--- config.mk ---
export PLATFORM = sky130hd
export DESIGN_NAME = win_watchdog
export DESIGN_NICKNAME = d
export VERILOG_FILES = /design/src/rtl/wd_pkg.sv /design/src/rtl/wd_cfg_regs.sv /design/src/rtl/wd_tick_gen.sv /design/src/rtl/wd_countdown.sv /design/src/rtl/win_watchdog.sv
export SDC_FILE = /design/constraint.sdc
export NUM_CORES = 1
export LEC_CHECK = 0
export BUFFER_PORTS_ARGS = -buffer_cell sky130_fd_sc_hd__buf_2
export CORE_ASPECT_RATIO = 1.25
export CORE_MARGIN = 3
export CORE_UTILIZATION = 50
export DETAILED_ROUTE_END_ITERATION = 6
export PLACE_DENSITY = 0.68
export SLEW_MARGIN = 20
export SYNTH_ARGS = -nofsm -noshare
export SYNTH_HDL_FRONTEND = slang
export SYNTH_SLANG_ARGS = --single-unit
--- constraint.sdc ---
create_clock -name clk -period 1.95 [get_ports clk]
set_input_delay 0.39 -clock clk [delete_from_list [all_inputs] [get_ports clk]]
set_output_delay 0.39 -clock clk [all_outputs]
set_load 0.01 [all_outputs]
--- src/rtl/wd_pkg.sv ---
package wd_pkg;
  parameter int CNT_W = 12;
  parameter int PSC_W = 3;
  parameter int KEY_W = 16;
  parameter int DIV_W = (1 << PSC_W) - 1;

  typedef enum logic [1:0] {
    SEL_RELOAD = 2'd0,
    SEL_WINDOW = 2'd1,
    SEL_CTRL   = 2'd2,
    SEL_LOCK   = 2'd3
  } cfg_sel_e;

  typedef struct packed {
    logic [CNT_W-1:0] reload;
    logic [CNT_W-1:0] limit;
    logic [PSC_W-1:0] psc;
    logic             run;
  } cfg_t;
endpackage

--- src/rtl/wd_cfg_regs.sv ---
module wd_cfg_regs
  import wd_pkg::*;
#(
  parameter logic [KEY_W-1:0] UNLOCK_KEY = 16'h6D2B
) (
  input  logic             clk,
  input  logic             rst_n,
  input  logic             we,
  input  logic [1:0]       addr,
  input  logic [KEY_W-1:0] wdata,
  output cfg_t             cfg,
  output logic             unlocked
);
  cfg_sel_e sel;
  logic     open_q;
  cfg_t     cfg_q;

  assign sel = cfg_sel_e'(addr);

  always_ff @(posedge clk or negedge rst_n) begin
    if (!rst_n) begin
      open_q <= 1'b0;
    end else if (we && sel == SEL_LOCK) begin
      open_q <= (wdata == UNLOCK_KEY);
    end
  end

  always_ff @(posedge clk or negedge rst_n) begin
    if (!rst_n) begin
      cfg_q.reload <= '1;
      cfg_q.limit  <= '1;
      cfg_q.psc    <= '0;
      cfg_q.run    <= 1'b0;
    end else if (we && open_q) begin
      unique case (sel)
        SEL_RELOAD: cfg_q.reload <= wdata[CNT_W-1:0];
        SEL_WINDOW: cfg_q.limit  <= wdata[CNT_W-1:0];
        SEL_CTRL: begin
          cfg_q.run <= wdata[0];
          cfg_q.psc <= wdata[PSC_W:1];
        end
        default: ;
      endcase
    end
  end

  assign cfg      = cfg_q;
  assign unlocked = open_q;
endmodule

--- src/rtl/wd_tick_gen.sv ---
module wd_tick_gen
  import wd_pkg::*;
(
  input  logic             clk,
  input  logic             rst_n,
  input  logic             run,
  input  logic             hold,
  input  logic             clear,
  input  logic [PSC_W-1:0] psc,
  output logic             tick
);
  logic [DIV_W-1:0] pc_q;
  logic [DIV_W-1:0] mask;
  logic             active;

  assign mask   = ~({DIV_W{1'b1}} << psc);
  assign active = run && !hold;
  assign tick   = active && ((pc_q & mask) == mask);

  always_ff @(posedge clk or negedge rst_n) begin
    if (!rst_n) begin
      pc_q <= '0;
    end else if (clear) begin
      pc_q <= '0;
    end else if (active) begin
      pc_q <= pc_q + 1'b1;
    end
  end
endmodule

--- src/rtl/wd_countdown.sv ---
module wd_countdown
  import wd_pkg::*;
(
  input  logic             clk,
  input  logic             rst_n,
  input  logic             run,
  input  logic             tick,
  input  logic             kick_ok,
  input  logic [CNT_W-1:0] reload,
  input  logic [CNT_W-1:0] limit,
  output logic [CNT_W-1:0] count,
  output logic             restart,
  output logic             fire
);
  logic [CNT_W-1:0] cnt_q;
  logic             fire_q;
  logic             at_zero;

  assign at_zero = (cnt_q == '0);
  assign restart = run && (kick_ok || (tick && at_zero));

  always_ff @(posedge clk or negedge rst_n) begin
    if (!rst_n) begin
      cnt_q  <= '1;
      fire_q <= 1'b0;
    end else if (!run) begin
      cnt_q  <= reload;
      fire_q <= 1'b0;
    end else if (kick_ok) begin
      cnt_q  <= reload;
      fire_q <= (cnt_q > limit);
    end else if (tick) begin
      if (at_zero) begin
        cnt_q  <= reload;
        fire_q <= 1'b1;
      end else begin
        cnt_q  <= cnt_q - 1'b1;
        fire_q <= 1'b0;
      end
    end else begin
      fire_q <= 1'b0;
    end
  end

  assign count = cnt_q;
  assign fire  = fire_q;
endmodule

--- src/rtl/win_watchdog.sv ---
module win_watchdog
  import wd_pkg::*;
#(
  parameter logic [KEY_W-1:0] KICK_KEY   = 16'hC3A5,
  parameter logic [KEY_W-1:0] UNLOCK_KEY = 16'h6D2B
) (
  input  logic             clk,
  input  logic             rst_n,
  input  logic             cfg_we,
  input  logic [1:0]       cfg_addr,
  input  logic [KEY_W-1:0] cfg_wdata,
  input  logic             kick,
  input  logic [KEY_W-1:0] kick_key,
  input  logic             dbg_halt,
  output logic             rst_req
);
  cfg_t             cfg;
  logic             unlocked;
  logic             tick;
  logic             kick_ok;
  logic             restart;
  logic [CNT_W-1:0] count;

  assign kick_ok = kick && (kick_key == KICK_KEY);

  wd_cfg_regs #(.UNLOCK_KEY(UNLOCK_KEY)) u_regs (
    .clk      (clk),
    .rst_n    (rst_n),
    .we       (cfg_we),
    .addr     (cfg_addr),
    .wdata    (cfg_wdata),
    .cfg      (cfg),
    .unlocked (unlocked)
  );

  wd_tick_gen u_div (
    .clk   (clk),
    .rst_n (rst_n),
    .run   (cfg.run),
    .hold  (dbg_halt),
    .clear (!cfg.run || restart),
    .psc   (cfg.psc),
    .tick  (tick)
  );

  wd_countdown u_cnt (
    .clk     (clk),
    .rst_n   (rst_n),
    .run     (cfg.run),
    .tick    (tick),
    .kick_ok (kick_ok),
    .reload  (cfg.reload),
    .limit   (cfg.limit),
    .count   (count),
    .restart (restart),
    .fire    (rst_req)
  );
endmodule

==> results of run 1 <==
[logic make-up (layout without fill, tap and decap cells)]
logic type,after synthesis,after routing,synth area share
AOI/OAI and AO/OA,65,67,0.150
DFF,49,49,0.450
buffers and inverters,22,85,0.0394
adders and majority gates,15,15,0.0664
xor gates and xnor gates,5,5,0.0155
muxes,27,27,0.108
and+or+nand+nor,85,85,0.172
[sequential cells by signal (all words and copies together) (netlist names)]
signal and count:
u_cnt.count 12, u_div.pc_q 7, u_regs.unlocked 1, u_cnt.fire 1, u_regs.cfg 28
[power breakdown]
| part | leakage (nW) | internal [mW] | switching, mW |
|---|---|---|---|
| logic | 0.906 | 0.0373 | 0.0472 |
| clock network | 0.0410 | 0.245 | 0.339 |
| registers | 0.553 | 1.02 | 0.0000997 |
[worst max-delay path by stage]
| stage | depth (start not counted) | to | slack, ps | start |
|---|---|---|---|---|
| after floorplan | 7 | u_cnt.fire | 180 | u_regs.cfg[13] |
| after global placement | 7 | u_cnt.count[0] | -100 | kick_key[11] |
| after detailed placement | 7 | u_cnt.count[0] | -160 | kick_key[11] |
| after CTS | 7 | u_cnt.fire | 0.9 | u_regs.cfg[13] |
| after global routing | 8 | u_cnt.count[5] | -50 | u_cnt.count[1] |
| final | 8 | u_cnt.count[5] | 50 | u_cnt.count[0] |
[routing by layer]
metal | global-route usage | part of all wire | vias up
met2 | 0.349 | 0.48 | 47
li1 | - | - | 1110
met1 | 0.279 | 0.44 | 1098
met4 | 0.114 | 0.041 | 0
met5 | 0 | 0 | -
met3 | 0.0403 | 0.033 | 18
[layout by cell type (no fill, tap or decap), types with 4 or more instances in the layout]
| master | n |
|---|---|
| buf_2 | 39 |
| ha_1 | 15 |
| o21ai_0 | 16 |
| a21o_1 | 6 |
| nor2_1 | 24 |
| nor3_1 | 6 |
| buf_4 | 22 |
| dfstp_2 | 36 |
| nand2_1 | 14 |
| mux2_2 | 27 |
| a21oi_1 | 20 |
| dfrtp_1 | 13 |
| clkbuf_8 | 5 |
| inv_1 | 16 |
| nand3_1 | 4 |
| o21ai_1 | 5 |
[through the flow]
step                area [sq um]  std cells   util  setup slack (ps)  TNS [ps]
finish                      3390        397  0.624              53.7         0
global route                3390        397  0.624             -54.5      -129
CTS                         3340        395  0.614             0.948         0
detailed placement          3220        385  0.591              -164     -1350
global placement            3220        385  0.591             -97.3      -600
floorplan                   2830        268      -               177         0
[worst reg2reg max path: cells and delay by family, from the launching register on]
kind,cells,cell delay [ps]
and+or+nand+nor,3,590
buffers and inverters,1,50
AOI/OAI and AO/OA,3,460
DFF,1,540
adders and majority gates,1,190
[layout make-up]
type	instances	area share
tap	64	0.0236
inverter	16	0.0177
timing repair buffer	62	0.112
clock inverter	1	0.00147
sequential	49	0.374
multi-input combinational	199	0.449
clock buffer	6	0.0214
[timing repair]
action | 4_1_cts | 5_1_grt
hold buffers | 0 | 0
pin swaps | 2 | 2
endpoints found under the setup margin | 13 | 16
setup buffers | 2 | 1
gates resized for setup | 5 | 7
gates cloned | 1 | 1
==> metrics.cfg, run 1 <==
[routing]
detail-route-antenna-nets = 0
drtIter0Drc = 108
drc = 0
viasPerCell = 5.73
drt-total-wl_mm = 6.72
drt_first_pass_iters = 4
wl_per_cell_um = 16.9
vias = 2273

[sta]
finalClockSkew_ps = 10.9
worst_pin_slew_ps = 623
hold_viol = 0
holdWs_ps = 184
relSlewSlack = 0.584
drv_slew = 0
period_minus_slack_ps = 1900
setup_viol = 0
rsz0062_at_grt = true
fin_crit_sh = 0.972
fmax_mhz = 527

[critical_path]
critPathRequiredTime_ps = 2190
start_kind = flop
cp_cell_sequence = inv_1 > ha_1 > nor4b_4 > nand3_2 > o211ai_2 > nor4_2 > a21oi_1 > o21ai_0
r2r-end = u_cnt.count[5]
path_buf_inv = 1
reg2reg_from = u_cnt.count[0]
cp_max_fo = 6
cp_slowest_cell = dfstp_2
worstSetupEndpointType = flop
cp_slowest_stage_delay_ps = 540
arrival_ps = 2140
worst-setup-path-type = reg2reg
r2r_setup_slack_ps = 50
r2r.worst_path.cells = 8
path_delay_family = simple AND/OR/NAND/NOR gates

[clocking]
clkLatencyLatePin_ps = 310
cts.htree.levels = 2
cts_made_buffers = 5
clk_pin_slew_ps = 90
clockBufferDepth = 2
cts_tree = built
clock-sinks = 49
clockRootBuffer = clkbuf_8

[floorplanning]
core_area_sq_um = 5440
pin_count = 40
die_w_um = 73.3
std_cell_rows = 30
dieHeight_um = 90.1
dieArea_sq_um = 6600
initial_core_util = 0.519

[grt]
grt_max_degree = 50
antenna_found_initial = 0
gr-total-overflow = 0
grt_pass1_wl_mm = 11.3
gr-usage-all-layers = 0.220
grt_pass1_vias = 2437

[logic_synthesis]
synth_edf_count = 0
synth_top_cell_area_share = 0.335
netlist_instances = 268
synth_area_sq_um = 2830
synth_most_common_cell = dfstp_2
yosys-top-cells-count = dfstp_2 (36), mux2_2 (27), nor2_1 (24)
yosysUniqueCellTypes = 54
postSynth.asyncResetShare = 1.00
ys_seq_elements = 49
synth-main-ff-cell = dfstp_2
yosysTopAreaCell = dfstp_2
ys_top_cells_by_area = dfstp_2 (33%), dfrtp_1 (12%), mux2_2 (11%)
avgSynthCellArea_sq_um = 10.5
yosysSeqAreaShare = 0.450
yosys_warnings = 0
syn_nets = 322

[placement]
place_hpwl_mm = 4.60
routabilityCongestion = 0.802
numPortBuffers = 39

[power_and_ir_drop]
peakVddDrop_uv = 294
finalPower_mw = 1.69
p_leak_nw = 1.50
power.density_nw_per_um2 = 497

[layout]
drive_gt1_frac = 0.459
regArea_sq_um = 1270
area_growth_pct = 20.1
multi_input_area_sq_um = 1530
fillers = 480
num_antenna_cells = 0
nets = 387

[job]
maxCapViolations = 0

[min_path]
hold_class = in2async

[status]
status = completed

Note: power is estimated with default switching activity, not from simulation.
==> run 2: changes to the inputs <==
--- a/config.mk
+++ b/config.mk
@@ -7,10 +7,9 @@
 export LEC_CHECK = 0
 export BUFFER_PORTS_ARGS = -buffer_cell sky130_fd_sc_hd__buf_2
 export CORE_ASPECT_RATIO = 1.25
-export CORE_MARGIN = 3
 export CORE_UTILIZATION = 50
 export DETAILED_ROUTE_END_ITERATION = 6
-export PLACE_DENSITY = 0.68
+export PLACE_DENSITY = 0.71
 export SLEW_MARGIN = 20
 export SYNTH_ARGS = -nofsm -noshare
 export SYNTH_HDL_FRONTEND = slang
==> constraint.sdc (replaced) <==
create_clock -name clk -period 1.7 [get_ports clk]
set_input_delay 0.34 -clock clk [delete_from_list [all_inputs] [get_ports clk]]
set_output_delay 0.34 -clock clk [all_outputs]
set_load 0.01 [all_outputs]
==> run 2 against run 1 <==
Compared with the run above: the run now ends with setup timing left; core utilization is 10 points higher; clock power is 52% higher; non-clock buffer count is 26 higher; worst hold slack better by 110 ps; global-route usage is 5.1 points higher; combinational power is 24% higher; via count is 14% higher; clock-buffer cell count stayed put; critical path depth is 1 higher; critical path type unchanged; critical endpoint is now u_cnt.count[6]; largest power group unchanged; highest routed layer unchanged.
==> metrics.cfg, run 2 (synthesis gave the netlist of run 1 again) <==
[power_and_ir_drop]
p_sw_uw = 465  ; +20%
clkPwrFrac = 0.410  ; +0.064
p_leak_nw = 1.71  ; +14%
p_sw_frac = 0.215  ; -0.0139
power.internal_mw = 1.70  ; +30%
power.density_nw_per_um2 = 548  ; +10%
seqPwrFrac = 0.541  ; -0.063
combPwrFrac = 0.049  ; about the same
peakVddDrop_uv = 494  ; +68%

[status]
violations = setup timing
status = finished with violations

[routing]
drtIter0Drc = 159  ; +47%
detail-route-antenna-nets = 0  ; unchanged
vias = 2586  ; +14%
drt_first_pass_iters = 5  ; +1
viasPerCell = 6.13  ; +7.0%
wl_per_cell_um = 19.4  ; +15%
drc = 0  ; unchanged
drt-total-wl_mm = 8.19  ; +22%

[sta]
worst_pin_slew_ps = 417  ; -207 ps
fmax_mhz = 543  ; +3.0%
holdWs_ps = 294  ; +110 ps
relSlewSlack = 0.720  ; +0.135
hold_viol = 0  ; unchanged
drv_slew = 0  ; unchanged
period_minus_slack_ps = 1840  ; -55.3 ps
rsz0062_at_grt = true
setup_slack_ps = -141  ; -195 ps
finalClockSkew_ps = 9.15  ; -1.75 ps
setup_viol = 12  ; +12
fin_crit_sh = 1.08  ; +0.110

[critical_path]
cp_cell_sequence = inv_2 > buf_4 > buf_4 > ha_2 > buf_4 > nand2_1 > o31ai_1 > a21oi_2 > o2bb2ai_1
worstSetupEndpointType = flop
arrival_ps = 2080  ; -60 ps
worst-setup-path-type = reg2reg
cp_slowest_stage_delay_ps = 570  ; +30 ps
start_kind = flop
cp_slowest_cell = dfstp_2
crit_top_cell = buf_4
critPathRequiredTime_ps = 1940  ; -250 ps
cp_max_fo = 3  ; -3

[grt]
grt_max_degree = 34  ; -32%
grtUsageMet1 = 0.318  ; +0.0386
gr-usage-all-layers = 0.270  ; +0.0506
grt.met2_usage = 0.472  ; +0.124
grt_pass1_wl_mm = 12.4  ; +9.4%
grt_pass1_vias = 2537  ; +4.1%
grt_use_met3 = 0.0470  ; +0.00674
gr-total-overflow = 0  ; unchanged
antenna_found_initial = 0  ; unchanged
grt_busiest_layer = met2

[clocking]
cts.htree.levels = 2  ; unchanged
clock-sinks = 49  ; unchanged
clk_pin_slew_ps = 100  ; about the same
cts_made_buffers = 5  ; unchanged
cts_tree = built
clkLatencyLatePin_ps = 310  ; about the same
clockBufferDepth = 2  ; unchanged
clockRootBuffer = clkbuf_8

[min_path]
hold_class = in2reg

[floorplanning]
initial_core_util = 0.519  ; unchanged
std_cell_rows = 30  ; unchanged
die_w_um = 69.3  ; -5.5%
pin_count = 40  ; unchanged
core_area_sq_um = 5440  ; unchanged
dieArea_sq_um = 5960  ; -9.7%
dieHeight_um = 86.1  ; -4.4%

[layout]
final_cell_mix = buf_2 (39), buf_4 (39), dfstp_2 (36)
num_antenna_cells = 0  ; unchanged
area_growth_pct = 39.6
nets = 411  ; +6.2%
drive_gt1_frac = 0.601  ; +0.141
largest_reg_flops = 28  ; unchanged
stdcell_area_sq_um = 3950  ; +16%

[placement]
place_area_sq_um = 3380  ; +4.9%
numPortBuffers = 39  ; unchanged
place_hpwl_mm = 4.97  ; +7.9%
routabilityCongestion = 0.872  ; +8.6%

[job]
maxCapViolations = 0  ; unchanged

==> run 2: changes by cell type in the layout (fill, tap and decap cells not counted), sizes merged <==
cell | before | now
clkinv | 1 | 0
clkinvlp | 0 | 1
clkbuf | 6 | 7
bufinv | 0 | 1
buf | 62 | 86
dlygate4sd3 | 0 | 1
o211ai | 3 | 1
==> run 2: power by group through the flow <==
stage / Sequential [mW] / Combinational (mW) / Clock (mW)
2_1_floorplan: 1.19 / 0.0136 / 0
3_3_place_gp: 1.19 / 0.101 / 0
3_5_place_dp: 1.19 / 0.103 / 0
4_1_cts: 1.17 / 0.106 / 0.898
5_1_grt: 1.17 / 0.115 / 0.938
6_report: 1.17 / 0.105 / 0.887
==> run 2: worst max-delay path: cells and delay by family, from the launching register on <==
kind / cells / cell delay, ps
AO/OA/AOI/OAI: 3 / 470
adder cells (fa/ha/maj): 1 / 170
buffers and inverters: 4 / 450
flip-flops: 1 / 570
AND/OR/NAND/NOR: 1 / 120
==> run 2: what timing repair did <==
item,4_1_cts,5_1_grt
gates resized for setup,50,22
cloned,3,0
pin swaps,22,20
hold buffers,1,0
hold endpoints to repair,7,0
setup buffers,6,4
setup endpoints to repair,13,14
==> run 2: layout make-up <==
class / instances / area [sq um]
multi-input cells: 197 / 1730
repair buffers: 88 / 681
clock buffers: 6 / 82.6
well taps: 64 / 80.1
clock inverters: 2 / 37.5
fillers: 372 / 1500
flip-flops and latches: 49 / 1270
inverters: 16 / 60.1
==> run 2: metal layers <==
| layer | vias to the layer above | part of all wire |
|---|---|---|
| met1 | 1282 | 0.40 |
| met3 | 31 | 0.052 |
| met2 | 115 | 0.51 |
| met5 | - | 0 |
| met4 | 0 | 0.044 |
| li1 | 1158 | - |
==> run 2: stage by stage <==
step           setup WS (ps)   util  std cells  total power [mW]  setup TNS [ps]
2_1_floorplan          -47.8      -        268              1.20           -47.8
3_3_place_gp            -109  0.620        402              1.29            -941
3_5_place_dp            -164  0.620        402              1.29           -1860
4_1_cts                -76.1  0.701        419              2.17            -265
5_1_grt                 -208  0.725        422              2.22           -1780
6_report                -141  0.725        422              2.16            -817
==> run 2: path summary, 6_finish.rpt <==
kind / from / end / slack (ps) / cells after the start
hold / removal: cfg_wdata[4] / u_regs.cfg[8] / 290 / 2
setup / recovery: u_cnt.count[1] / u_cnt.count[6] / -140 / 9
setup reg to reg: u_cnt.count[1] / u_cnt.count[6] / -140 / 9
min in group asynchronous: rst_n / u_regs.cfg[2] / 490 / 2
max in group asynchronous: rst_n / u_cnt.count[10] / 620 / 3
hold reg to reg: u_regs.unlocked / u_regs.unlocked / 520 / 2
